### src/rtl/clkseq_pkg.sv
// Shared constants, types and ratio-code decoding for the clock ratio sequencer.
// Assumes ratio codes are 4 bits wide and the largest division is by 16.
package clkseq_pkg;

    localparam int FIELD_W = 4;
    localparam int MAX_LOG = 4;
    localparam int LOG_W   = 3;
    localparam int PHASE_W = MAX_LOG;

    localparam logic [31:0] START_WORD = 32'hCF00_0001;
    localparam logic [7:0]  IVL_KEY    = 8'h55;

    localparam logic [1:0] ADDR_CMD   = 2'd0;
    localparam logic [1:0] ADDR_STAGE = 2'd1;
    localparam logic [1:0] ADDR_IVL   = 2'd2;
    localparam logic [1:0] ADDR_TCTL  = 2'd3;

    typedef enum logic [1:0] {
        SEQ_IDLE,
        SEQ_ALIGN,
        SEQ_LOCK,
        SEQ_SETTLE
    } seq_state_t;

    // True when a code names a defined ratio (divide by 1, 2, 4, 8 or 16).
    function automatic logic code_valid(input logic [FIELD_W-1:0] code);
        return (code >= 4'd1) && (code <= 4'd5);
    endfunction

    // Converts a defined code to log2 of its division ratio.
    function automatic logic [LOG_W-1:0] code_log(input logic [FIELD_W-1:0] code);
        return LOG_W'(code - 4'd1);
    endfunction

endpackage

### src/rtl/clkseq_divider.sv
// One power-of-two clock-enable divider.
// Produces a one-cycle enable at phase zero of each period. A new ratio is taken
// when load and new_valid are both high. The controller asserts load only when
// every divider is at phase zero, so no shortened period can appear.
module clkseq_divider
    import clkseq_pkg::*;
#(
    parameter int RESET_LOG = 0
) (
    input  logic             clk,
    input  logic             rst_n,
    input  logic             load,
    input  logic             new_valid,
    input  logic [LOG_W-1:0] new_log,
    input  logic             halt,
    output logic             clk_en,
    output logic             at_zero,
    output logic [LOG_W-1:0] cur_log
);

    localparam int SPAN_W = PHASE_W + 1;

    logic [LOG_W-1:0]   log_q;
    logic [PHASE_W-1:0] phase_q;
    logic [LOG_W-1:0]   eff_log;
    logic [SPAN_W-1:0]  span;
    logic [PHASE_W-1:0] wrap_at;

    // Selects the ratio that applies to the next phase step.
    always_comb begin
        eff_log = (load && new_valid) ? new_log : log_q;
        span    = SPAN_W'(1) << eff_log;
        wrap_at = PHASE_W'(span - 1'b1);
    end

    // Advances the phase counter and latches a new ratio on load.
    always_ff @(posedge clk) begin
        if (!rst_n) begin
            log_q   <= LOG_W'(RESET_LOG);
            phase_q <= '0;
        end else begin
            if (load && new_valid) begin
                log_q <= new_log;
            end
            phase_q <= (phase_q >= wrap_at) ? '0 : phase_q + 1'b1;
        end
    end

    assign at_zero = (phase_q == '0);
    assign clk_en  = at_zero && !halt;
    assign cur_log = log_q;

endmodule

### src/rtl/clkseq_settle_timer.sv
// Settle-interval timer.
// While run is high it counts source cycles from zero. It pulses ovf on the
// cycle the count reaches 2^SHORT_LOG-1 or 2^LONG_LOG-1, whichever short_sel
// chooses. Dropping run clears the count. Assumes SHORT_LOG < LONG_LOG.
module clkseq_settle_timer #(
    parameter int SHORT_LOG = 8,
    parameter int LONG_LOG  = 16
) (
    input  logic clk,
    input  logic rst_n,
    input  logic run,
    input  logic short_sel,
    output logic ovf
);

    localparam int CNT_W = LONG_LOG;
    localparam logic [CNT_W-1:0] SHORT_LAST = CNT_W'((64'd1 << SHORT_LOG) - 64'd1);
    localparam logic [CNT_W-1:0] LONG_LAST  = {CNT_W{1'b1}};

    logic [CNT_W-1:0] cnt_q;
    logic [CNT_W-1:0] last;

    // Chooses the terminal count from the interval selection.
    always_comb begin
        last = short_sel ? SHORT_LAST : LONG_LAST;
        ovf  = run && (cnt_q == last);
    end

    // Counts while running and restarts from zero on overflow or stop.
    always_ff @(posedge clk) begin
        if (!rst_n) begin
            cnt_q <= '0;
        end else if (!run || ovf) begin
            cnt_q <= '0;
        end else begin
            cnt_q <= cnt_q + 1'b1;
        end
    end

endmodule

### src/rtl/clkseq_ctrl.sv
// Register file and sequence state machine.
// Holds the staged ratio codes, the interval selection and the timer-control
// bit. Accepts the keyed start word and steps through align, lock-wait and
// settle. Assumes NUM_DOM*4 <= 32 and that BUS_DOM names one of the clocks.
module clkseq_ctrl
    import clkseq_pkg::*;
#(
    parameter int NUM_DOM = 4,
    parameter int BUS_DOM = 0
) (
    input  logic                       clk,
    input  logic                       rst_n,
    input  logic                       bus_sel,
    input  logic                       bus_wr,
    input  logic [1:0]                 bus_addr,
    input  logic [31:0]                bus_wdata,
    output logic [31:0]                bus_rdata,
    input  logic                       pll_locked,
    input  logic                       all_zero,
    input  logic                       tmr_ovf,
    output logic                       load,
    output logic [NUM_DOM*FIELD_W-1:0] divsel_q,
    output logic                       halt,
    output logic                       tmr_run,
    output logic                       short_sel,
    output logic                       busy,
    output logic                       tme,
    output logic                       bus_req
);

    localparam int STAGE_W = NUM_DOM * FIELD_W;

    seq_state_t         state_q;
    logic               wr_any;
    logic               wr_cmd;
    logic               wr_stage;
    logic               wr_ivl;
    logic               wr_tctl;
    logic               idle;
    logic               bus_code_ok;
    logic               start_ok;
    logic [FIELD_W-1:0] bus_code;

    // Decodes bus writes and the start condition.
    always_comb begin
        wr_any      = bus_sel && bus_wr;
        wr_cmd      = wr_any && (bus_addr == ADDR_CMD);
        wr_stage    = wr_any && (bus_addr == ADDR_STAGE);
        wr_ivl      = wr_any && (bus_addr == ADDR_IVL);
        wr_tctl     = wr_any && (bus_addr == ADDR_TCTL);
        idle        = (state_q == SEQ_IDLE);
        bus_code    = divsel_q[BUS_DOM*FIELD_W +: FIELD_W];
        bus_code_ok = code_valid(bus_code);
        start_ok    = wr_cmd && (bus_wdata == START_WORD) && idle && !tme;
    end

    // Steps the sequence: idle, align to phase zero, lock wait, settle.
    always_ff @(posedge clk) begin
        if (!rst_n) begin
            state_q <= SEQ_IDLE;
            bus_req <= 1'b0;
        end else begin
            unique case (state_q)
                SEQ_IDLE: begin
                    if (start_ok) begin
                        state_q <= SEQ_ALIGN;
                        bus_req <= bus_code_ok;
                    end
                end
                SEQ_ALIGN: begin
                    if (all_zero) begin
                        state_q <= bus_req ? SEQ_LOCK : SEQ_IDLE;
                    end
                end
                SEQ_LOCK: begin
                    if (pll_locked) begin
                        state_q <= SEQ_SETTLE;
                    end
                end
                SEQ_SETTLE: begin
                    if (tmr_ovf) begin
                        state_q <= SEQ_IDLE;
                        bus_req <= 1'b0;
                    end
                end
                default: state_q <= SEQ_IDLE;
            endcase
        end
    end

    // Holds the staged codes; they clear when applied and are frozen while busy.
    always_ff @(posedge clk) begin
        if (!rst_n) begin
            divsel_q <= '0;
        end else if (load) begin
            divsel_q <= '0;
        end else if (wr_stage && idle) begin
            divsel_q <= bus_wdata[STAGE_W-1:0];
        end
    end

    // Holds the interval selection; a write needs the key byte.
    always_ff @(posedge clk) begin
        if (!rst_n) begin
            short_sel <= 1'b0;
        end else if (wr_ivl && idle && (bus_wdata[31:24] == IVL_KEY)) begin
            short_sel <= bus_wdata[0];
        end
    end

    // Timer-control bit: set at lock, cleared at overflow, software-written while idle.
    always_ff @(posedge clk) begin
        if (!rst_n) begin
            tme <= 1'b0;
        end else if ((state_q == SEQ_LOCK) && pll_locked) begin
            tme <= 1'b1;
        end else if (tmr_ovf) begin
            tme <= 1'b0;
        end else if (wr_tctl && idle) begin
            tme <= bus_wdata[0];
        end
    end

    assign load    = (state_q == SEQ_ALIGN) && all_zero;
    assign halt    = (state_q == SEQ_LOCK) || (state_q == SEQ_SETTLE);
    assign tmr_run = tme && (state_q == SEQ_SETTLE);
    assign busy    = !idle;

    // Read-data multiplexer.
    always_comb begin
        unique case (bus_addr)
            ADDR_CMD:   bus_rdata = {31'd0, busy};
            ADDR_STAGE: bus_rdata = 32'(divsel_q);
            ADDR_IVL:   bus_rdata = {31'd0, short_sel};
            default:    bus_rdata = {31'd0, tme};
        endcase
    end

endmodule

### src/rtl/clkseq_top.sv
// Clock ratio change sequencer top.
// Connects the register/sequence controller, one divider per derived clock,
// and the settle timer. All dividers reset to divide-by-1 so they start
// phase-aligned.
module clkseq_top
    import clkseq_pkg::*;
#(
    parameter int NUM_DOM   = 4,
    parameter int BUS_DOM   = 0,
    parameter int SHORT_LOG = 8,
    parameter int LONG_LOG  = 16
) (
    input  logic               clk,
    input  logic               rst_n,
    input  logic               bus_sel,
    input  logic               bus_wr,
    input  logic [1:0]         bus_addr,
    input  logic [31:0]        bus_wdata,
    output logic [31:0]        bus_rdata,
    input  logic               pll_locked,
    output logic [NUM_DOM-1:0] clk_en
);

    logic                       load;
    logic                       halt;
    logic                       tmr_run;
    logic                       tmr_ovf;
    logic                       short_sel;
    logic                       busy;
    logic                       tme;
    logic                       bus_req;
    logic                       all_zero;
    logic [NUM_DOM*FIELD_W-1:0] divsel_q;
    logic [NUM_DOM-1:0]         zero_vec;
    logic [NUM_DOM*LOG_W-1:0]   ratio_vec;

    assign all_zero = &zero_vec;

    clkseq_ctrl #(
        .NUM_DOM (NUM_DOM),
        .BUS_DOM (BUS_DOM)
    ) u_ctrl (
        .clk        (clk),
        .rst_n      (rst_n),
        .bus_sel    (bus_sel),
        .bus_wr     (bus_wr),
        .bus_addr   (bus_addr),
        .bus_wdata  (bus_wdata),
        .bus_rdata  (bus_rdata),
        .pll_locked (pll_locked),
        .all_zero   (all_zero),
        .tmr_ovf    (tmr_ovf),
        .load       (load),
        .divsel_q   (divsel_q),
        .halt       (halt),
        .tmr_run    (tmr_run),
        .short_sel  (short_sel),
        .busy       (busy),
        .tme        (tme),
        .bus_req    (bus_req)
    );

    for (genvar d = 0; d < NUM_DOM; d++) begin : g_dom
        logic [FIELD_W-1:0] code;
        assign code = divsel_q[d*FIELD_W +: FIELD_W];

        clkseq_divider #(
            .RESET_LOG (0)
        ) u_div (
            .clk       (clk),
            .rst_n     (rst_n),
            .load      (load),
            .new_valid (code_valid(code)),
            .new_log   (code_log(code)),
            .halt      (halt),
            .clk_en    (clk_en[d]),
            .at_zero   (zero_vec[d]),
            .cur_log   (ratio_vec[d*LOG_W +: LOG_W])
        );
    end

    clkseq_settle_timer #(
        .SHORT_LOG (SHORT_LOG),
        .LONG_LOG  (LONG_LOG)
    ) u_timer (
        .clk       (clk),
        .rst_n     (rst_n),
        .run       (tmr_run),
        .short_sel (short_sel),
        .ovf       (tmr_ovf)
    );

endmodule

### config.mk
export PLATFORM = sky130hd
export DESIGN_NAME = clkseq_top
export DESIGN_NICKNAME = d
export VERILOG_FILES = /design/src/rtl/clkseq_pkg.sv /design/src/rtl/clkseq_divider.sv /design/src/rtl/clkseq_settle_timer.sv /design/src/rtl/clkseq_ctrl.sv /design/src/rtl/clkseq_top.sv
export SDC_FILE = /design/constraint.sdc
export NUM_CORES = 1
export LEC_CHECK = 0
export ABC_AREA = 1
export BUFFER_PORTS_ARGS = -buffer_cell sky130_fd_sc_hd__buf_2
export CORE_UTILIZATION = 60
export CTS_CLUSTER_SIZE = 16
export DETAILED_ROUTE_END_ITERATION = 10
export PLACE_DENSITY = 0.83
export SYNTH_ARGS = -nofsm -noshare
export SYNTH_HDL_FRONTEND = slang
export SYNTH_SLANG_ARGS = --single-unit
### constraint.sdc
create_clock -name clk -period 4 [get_ports clk]
set_input_delay 0.2 -clock clk [delete_from_list [all_inputs] [get_ports clk]]
set_output_delay 0.2 -clock clk [all_outputs]
set_load 0.01 [all_outputs]
### Word-level counts from Yosys, hierarchy flattened

Cells that the tools add are included.

* bits in registers: 65
* output and inout bits: 36

* order comparisons: 12
* equality and inequality tests: 13
* add/subtract/negate cells: 13
* bitwise operators: 1
* shifts and indexed selects: 4
* mux-type cells: 18
* reduce and logical (&&, ||, !) cells: 51

Operators with widths (number)
* one-hot mux 16 bit (3 select lines): 1
* == test 32 bit (second input constant): 1
* logical AND 1 bit: 28
* adder 16 x 1 -> 16 bit (second input constant): 1
* adder 4 x 1 -> 4 bit (second input constant): 4
* == test 16 bit: 1
* greater-or-equal comparator 4 x 1 -> 1 bit (second input constant): 4
* greater-or-equal comparator 4 bit: 4
* less-or-equal comparator 4 x 3 -> 1 bit (second input constant): 4
* zero test 4 bit: 4
* two-way mux 16 bit: 1
* left shift 1 x 3 -> 4 bit (first input constant): 4
* subtractor 4 x 1 -> 4 bit (second input constant): 4
* two-way mux 3 bit: 4
* OR reduction 2 bit: 6
* subtractor 3 x 1 -> 3 bit (second input constant): 4
* two-way mux 2 bit: 5
* == test 2 bit (second input constant): 4
* == test 8 x 7 -> 1 bit (second input constant): 1
* one-hot mux 2 bit (4 select lines): 1
* AND reduction 4 bit: 2
* two-way mux 1 bit: 5
* == test 2 x 1 -> 1 bit (second input constant): 2
* zero test 1 bit: 4
* other kinds (9): 13

### Longest topological paths before layout

* depth after elaboration: 9
* depth in mapped cells: 22
* depth with buffers taken out: 22

### By module

A second synthesis with hierarchy kept.

* cells, all modules: 661
* area, all modules: 4505.6 µm²

Modules (own cells, without submodules)
* clkseq_divider: times used 4, seq. area each 140.1 µm², cells each 64, area an instance 465.4 µm²
* clkseq_ctrl: times used 1, seq. area each 420.4 µm², cells each 210, area an instance 1450.1 µm²
* clkseq_settle_timer: times used 1, seq. area each 320.3 µm², cells each 132, area an instance 867.1 µm²
* clkseq_top: times used 1, seq. area each 0.0 µm², cells each 63, area an instance 326.6 µm²

### Worst setup path before layout

Ideal clock, no wire load.

* path type: reg-to-reg
* start point: register g_dom[3].u_div.phase_q[0]
* end point: register g_dom[3].u_div.phase_q[0]
* setup time: 65 ps
* path slack: 1357 ps
* arrival time: 2578 ps
* required time: 3935 ps
* stages on the path, launching flop included: 20
* path buffers: 1
* cell sequence: dfxtp_1 > inv_1 > ha_1 > nand2_1 > nor2_1 > nand2_1 > nor2_4 > buf_6 > nand3_4 > nand2_1 > o21ai_1 > nor2_1 > nand2_1 > ha_1 > ha_1 > a21boi_0 > o21a_1 > o21ai_0 > nand2_1 > nor2_1

* longest elaborated chain between the ends: 9
* elaborated cells on any way between the ends: 10

Ends and longest elaborated chain
* start, declared: RTL line clkseq_divider.sv:24 `logic [PHASE_W-1:0] phase_q;`
* start signal, assigned: RTL line clkseq_divider.sv:45 `phase_q <= (phase_q >= wrap_at) ? '0 : phase_q + 1'b1;`
* zero test 4 bit: RTL line clkseq_divider.sv:49 `assign at_zero = (phase_q == '0);`
* AND reduction 4 bit: RTL line clkseq_top.sv:37 `assign all_zero = &zero_vec;`
* logical AND 1 bit: RTL line clkseq_ctrl.sv:124 `assign load = (state_q == SEQ_ALIGN) && all_zero;`
* logical AND 1 bit: RTL line clkseq_divider.sv:31 `eff_log = (load && new_valid) ? new_log : log_q;`
* two-way mux 3 bit: RTL line clkseq_divider.sv:31
* left shift 1 x 3 -> 4 bit: RTL line clkseq_divider.sv:32 `span = SPAN_W'(1) << eff_log;`
* subtractor 4 x 1 -> 4 bit: RTL line clkseq_divider.sv:33 `wrap_at = PHASE_W'(span - 1'b1);`
* greater-or-equal comparator 4 bit: RTL line clkseq_divider.sv:45
* OR reduction 2 bit (no line)

Several ways; a longest one is shown, not always the timed one.
A chain may end at the register's enable or synchronous reset.

### Final worst setup path

* start point: register g_dom[1].u_div.phase_q[0]
* end point: register g_dom[2].u_div.phase_q[0]

* longest elaborated chain between the ends: 9

Ends and longest elaborated chain (RTL line)
* start, declared: clkseq_divider.sv:24
* start signal, assigned: clkseq_divider.sv:45
* zero test 4 bit: clkseq_divider.sv:49
* AND reduction 4 bit: clkseq_top.sv:37
* logical AND 1 bit: clkseq_ctrl.sv:124
* logical AND 1 bit: clkseq_divider.sv:31
* two-way mux 3 bit
* left shift 1 x 3 -> 4 bit: clkseq_divider.sv:32
* subtractor 4 x 1 -> 4 bit: clkseq_divider.sv:33
* greater-or-equal comparator 4 bit: clkseq_divider.sv:45
* OR reduction 2 bit (no line)
* end signal, assigned: clkseq_divider.sv:45
* end, declared: clkseq_divider.sv:24

No other way between the ends.

==> metrics.log <==
[metrics] outcome: finished with violations
[metrics] violated checks: design-rule violations
[metrics] Final Routed Wirelength: 8570 um
[metrics] worst hold margin: between 0.1 and 0.15 ns
[metrics] most frequently used flop master after synthesis: sky130_fd_sc_hd__dfxtp_1
[metrics] Clock Skew: 0.00867 ns
[metrics] EDFF count, synth: 0
[metrics] cell types with the highest counts after synthesis: sky130_fd_sc_hd__nand2_1 (120), sky130_fd_sc_hd__nor2_1 (96), sky130_fd_sc_hd__inv_1 (89)
[metrics] effective utilization at floorplan: a little under two thirds
[metrics] Worst Tran Pin Value: just over 0.6 ns
[metrics] power density over the cells: roughly 340 nW/um^2
[metrics] die outline height: about 85 um
[metrics] router iterations before antenna repair: 8
[metrics] peak per-stage delay on the critical path: approximately 0.34 ns
[metrics] Setup TNS Final: 0 ns
[metrics] gr usage total: approximately a quarter
[metrics] nets: between 700 and 800
[metrics] combined area of the multi-input logic cells: approximately 2300 um^2
[metrics] num ports: between 70 and 80
[metrics] mean routed wirelength per cell: around 12 um
[metrics] Row Count: 29
[metrics] endpoint class of the critical path: flop
[metrics] post-route antenna net violation count: 0
[metrics] number of H-tree levels: 3
[metrics] class of the tightest hold or removal check: in -> reg
[metrics] startpoint of the most critical hold path: bus_wdata[15]
[metrics] combined flip-flop and latch cell area: 1300 um^2
[metrics] # clock sinks: 65
[metrics] Setup-failing EPs final: 0
[metrics] Post-Synthesis Mean Instance Area: approximately 6.8 um^2
[metrics] insertion delay of the later-clocked pin in the worst-skew pair: roughly 0.35 ns
[metrics] maximum frequency from static timing analysis: 0.319 GHz
[metrics] arrival time at the worst endpoint: 3.42 ns
[metrics] cells traversed along the worst timing path: inv_1, ha_1, inv_1, nor3_2, nand2_1, nor2_4, nand3_2, nand2_1, o21ai_0, nor2_1, nand2_1, ha_1, ha_1, a21boi_0, o21a_1, o21ai_0, nand2_1, nor2_1
[metrics] port bufs: between 50 and 60
[metrics] met1 Usage GRT: 30.3%
[metrics] synthesis-stage register bit count: 65
[metrics] Top Usage Layer GRT: met2
[metrics] number of buffers added by the clock tree synthesis step: 9
[metrics] type of the worst setup path: reg -> reg
[metrics] core region area: ~6500 um^2
[metrics] Final Hold Violating Endpoints: 0
[metrics] Worst path slowest cell: sky130_fd_sc_hd__dfxtp_1
[metrics] vias in the first global route: around 3600
[metrics] initial antenna violation count: 0
[metrics] share of the synthesized area in the top cell type: 31.6%
[metrics] number of pins exceeding their max-slew limit in the final report: 0
[metrics] CP startpoint kind: flop
[metrics] global-route wire length before repair: 15200 um
[metrics] capture instance of the worst register-to-register path: g_dom[2].u_div.phase_q[0]
[metrics] proportion of layout cells with a drive suffix above 1: between 10 and 15%
[metrics] clock slew seen by the registers of the worst setup and hold paths: ~0.070 ns
[metrics] number of buffers inserted by post-CTS setup repair: 0
[metrics] Max IR drop VDD: between 0.2 and 0.25 mV
[metrics] most used cell along the critical path: sky130_fd_sc_hd__nand2_1
[metrics] hold endpoint: u_ctrl.divsel_q[15]
[metrics] Resized Gates After CTS: 0
[metrics] area delta synth->final: 11.0%
[metrics] met3 track demand over resource: between 6 and 7%
[metrics] Chip Width: 84.9 um
[metrics] maximum net fanout on the critical path: 11
[metrics] count of fill cells added during filler insertion: ~560
[metrics] cell count of the worst hold path: 3
[metrics] overflow left after global routing: 0
[metrics] CTS Root Buffer Type: sky130_fd_sc_hd__clkbuf_8
[metrics] most frequent cell after synthesis: sky130_fd_sc_hd__nand2_1
[metrics] pin count of the biggest net entering global routing: 20
[metrics] Tcrit/Tclk final: 78.4%
[metrics] CTS tree: built
[metrics] global-route met2 utilization: 47.5%
[metrics] number of DRC violations after detailed-routing iteration 0: 233
[metrics] die footprint: slightly above 7000 um^2
[metrics] Cell Area, Synth: 4120 um^2
[metrics] largest cells by area after synthesis: sky130_fd_sc_hd__dfxtp_1 (32%), sky130_fd_sc_hd__ha_1 (11%), sky130_fd_sc_hd__nand2_1 (11%)
[metrics] count of mapped cells out of synthesis: 605
[metrics] number of unique standard cell types used by synthesis: 36
[metrics] leakage: 2.12 nW
[metrics] drt via density: 5.17
[metrics] Maximum Capacitance Violations: 0
[metrics] final weighted congestion in routability-driven placement: between 0.8 and 0.9
[metrics] proportion of synthesized chip area in sequential cells: between 30% and 40%
[metrics] count of vias placed by the detailed router: 3839
[metrics] Hold-fix buffers, CTS: 0
[metrics] cell accounting for the most synthesized area: sky130_fd_sc_hd__dfxtp_1
[metrics] crit path time final: roughly 3.1 ns
[metrics] unrepaired setup endpoints after global routing: false
[metrics] flop-to-flop setup slack: 0.86 ns
[metrics] start of the worst register-to-register path: g_dom[1].u_div.phase_q[0]
[metrics] remaining routing DRC violations: 4
[metrics] reg2reg path depth: 18
[metrics] fraction of registers with async set/reset: 0%
[metrics] antenna fix cells: 0
[metrics] worst path required time: 4.28 ns
[metrics] dpl hpwl: between 6000 and 7000 um
[metrics] Synthesis Warnings: 0
[metrics] Max-Slew Margin vs Limit: about three fifths
[metrics] Clock Path Buffers: 2
routing by layer:
metal	wire length [um]	part of all wire, %
met5	0	0
met4	191	2.2
met3	411	4.8
met2	4230	49
met1	3740	44
worst max-delay path, delay by kind of cell, from the launching register on:
kind / cells / cell delay, ns
AND/OR/NAND/NOR: 9 / 1.35
adder cells (fa/ha/maj): 3 / 0.71
AO/OA/AOI/OAI: 4 / 0.52
flip-flops: 1 / 0.34
buffers and inverters: 2 / 0.15
cell usage in the layout, fill, tap and decap left out, types with 2 or more instances in the layout:
master                       n
sky130_fd_sc_hd__inv_1      89
sky130_fd_sc_hd__xnor2_1     4
sky130_fd_sc_hd__nor3b_1     2
sky130_fd_sc_hd__clkbuf_8   11
sky130_fd_sc_hd__dfxtp_1    65
sky130_fd_sc_hd__a21boi_0    4
sky130_fd_sc_hd__nand2_1   120
sky130_fd_sc_hd__o21ai_2     2
sky130_fd_sc_hd__nor2_2      2
sky130_fd_sc_hd__o21a_1      5
sky130_fd_sc_hd__inv_2       6
sky130_fd_sc_hd__conb_1     16
sky130_fd_sc_hd__a21oi_1    25
sky130_fd_sc_hd__ha_1       37
sky130_fd_sc_hd__nor3_1      9
sky130_fd_sc_hd__o21ai_1     5
sky130_fd_sc_hd__nor2_4      3
sky130_fd_sc_hd__nand3_1    49
sky130_fd_sc_hd__buf_2      58
sky130_fd_sc_hd__nand4_1    18
sky130_fd_sc_hd__nor3_2      3
sky130_fd_sc_hd__nand3b_1    2
sky130_fd_sc_hd__nand3_2     2
sky130_fd_sc_hd__o21ai_0     9
sky130_fd_sc_hd__nor2_1     96
sky130_fd_sc_hd__or2_2       2
sky130_fd_sc_hd__xor2_1      8
cells by family after synthesis:
family | share of synthesized area [%]
compound gates | 7.14
xor+xnor | 2.55
fa+ha+maj | 11.2
buf+inv | 13.7
flops | 31.6
other cells | 0.0910
simple gates | 33.7
per-stage QoR:
step	total power, W	std cells	util (%)	instance area (um^2)	worst slack, ns
2_1_floorplan	0.000934	620	-	4180	1.36
3_5_place_dp	0.000976	726	67.2	4370	0.927
3_3_place_gp	0.000963	726	67.2	4370	1.06
4_1_cts	0.00155	742	70.4	4570	0.839
6_report	0.00154	742	70.4	4570	0.864
5_1_grt	0.00162	742	70.4	4570	0.446
worst max path at each step:
stage | from | to | depth (start not counted)
2_1_floorplan | g_dom[3].u_div.phase_q[0] | g_dom[3].u_div.phase_q[0] | 19
3_5_place_dp | g_dom[1].u_div.phase_q[0] | g_dom[2].u_div.phase_q[0] | 18
5_1_grt | g_dom[1].u_div.phase_q[0] | g_dom[2].u_div.phase_q[0] | 18
6_report | g_dom[1].u_div.phase_q[0] | g_dom[2].u_div.phase_q[0] | 18
3_3_place_gp | g_dom[1].u_div.phase_q[0] | g_dom[2].u_div.phase_q[3] | 18
4_1_cts | g_dom[1].u_div.phase_q[0] | g_dom[2].u_div.phase_q[0] | 18
layout make-up:
type,instances,area share (%)
clock inverters,4,1.12
inverters,96,7.88
multi-input cells,429,50.5
well taps,77,2.11
clock buffers,12,3.39
flip-flops and latches,65,28.5
repair buffers,59,6.51
registers in the layout (all words and copies together) (netlist names), named ones only:
signal	flops
u_ctrl.bus_req	1
g_dom.u_div.cur_log	12
u_ctrl.tme	1
u_timer.cnt_q	16
g_dom.u_div.phase_q	16
u_ctrl.short_sel	1
u_ctrl.divsel_q	16
u_ctrl.state_q	1
report_power, final:
group	switching, W	internal, W
combinational	0.000189	0.000102
clock	0.000248	0.000322
sequential	0.0000142	0.000663
total	0.000452	0.00109
No activity file was read; power rests on OpenSTA's default activity.
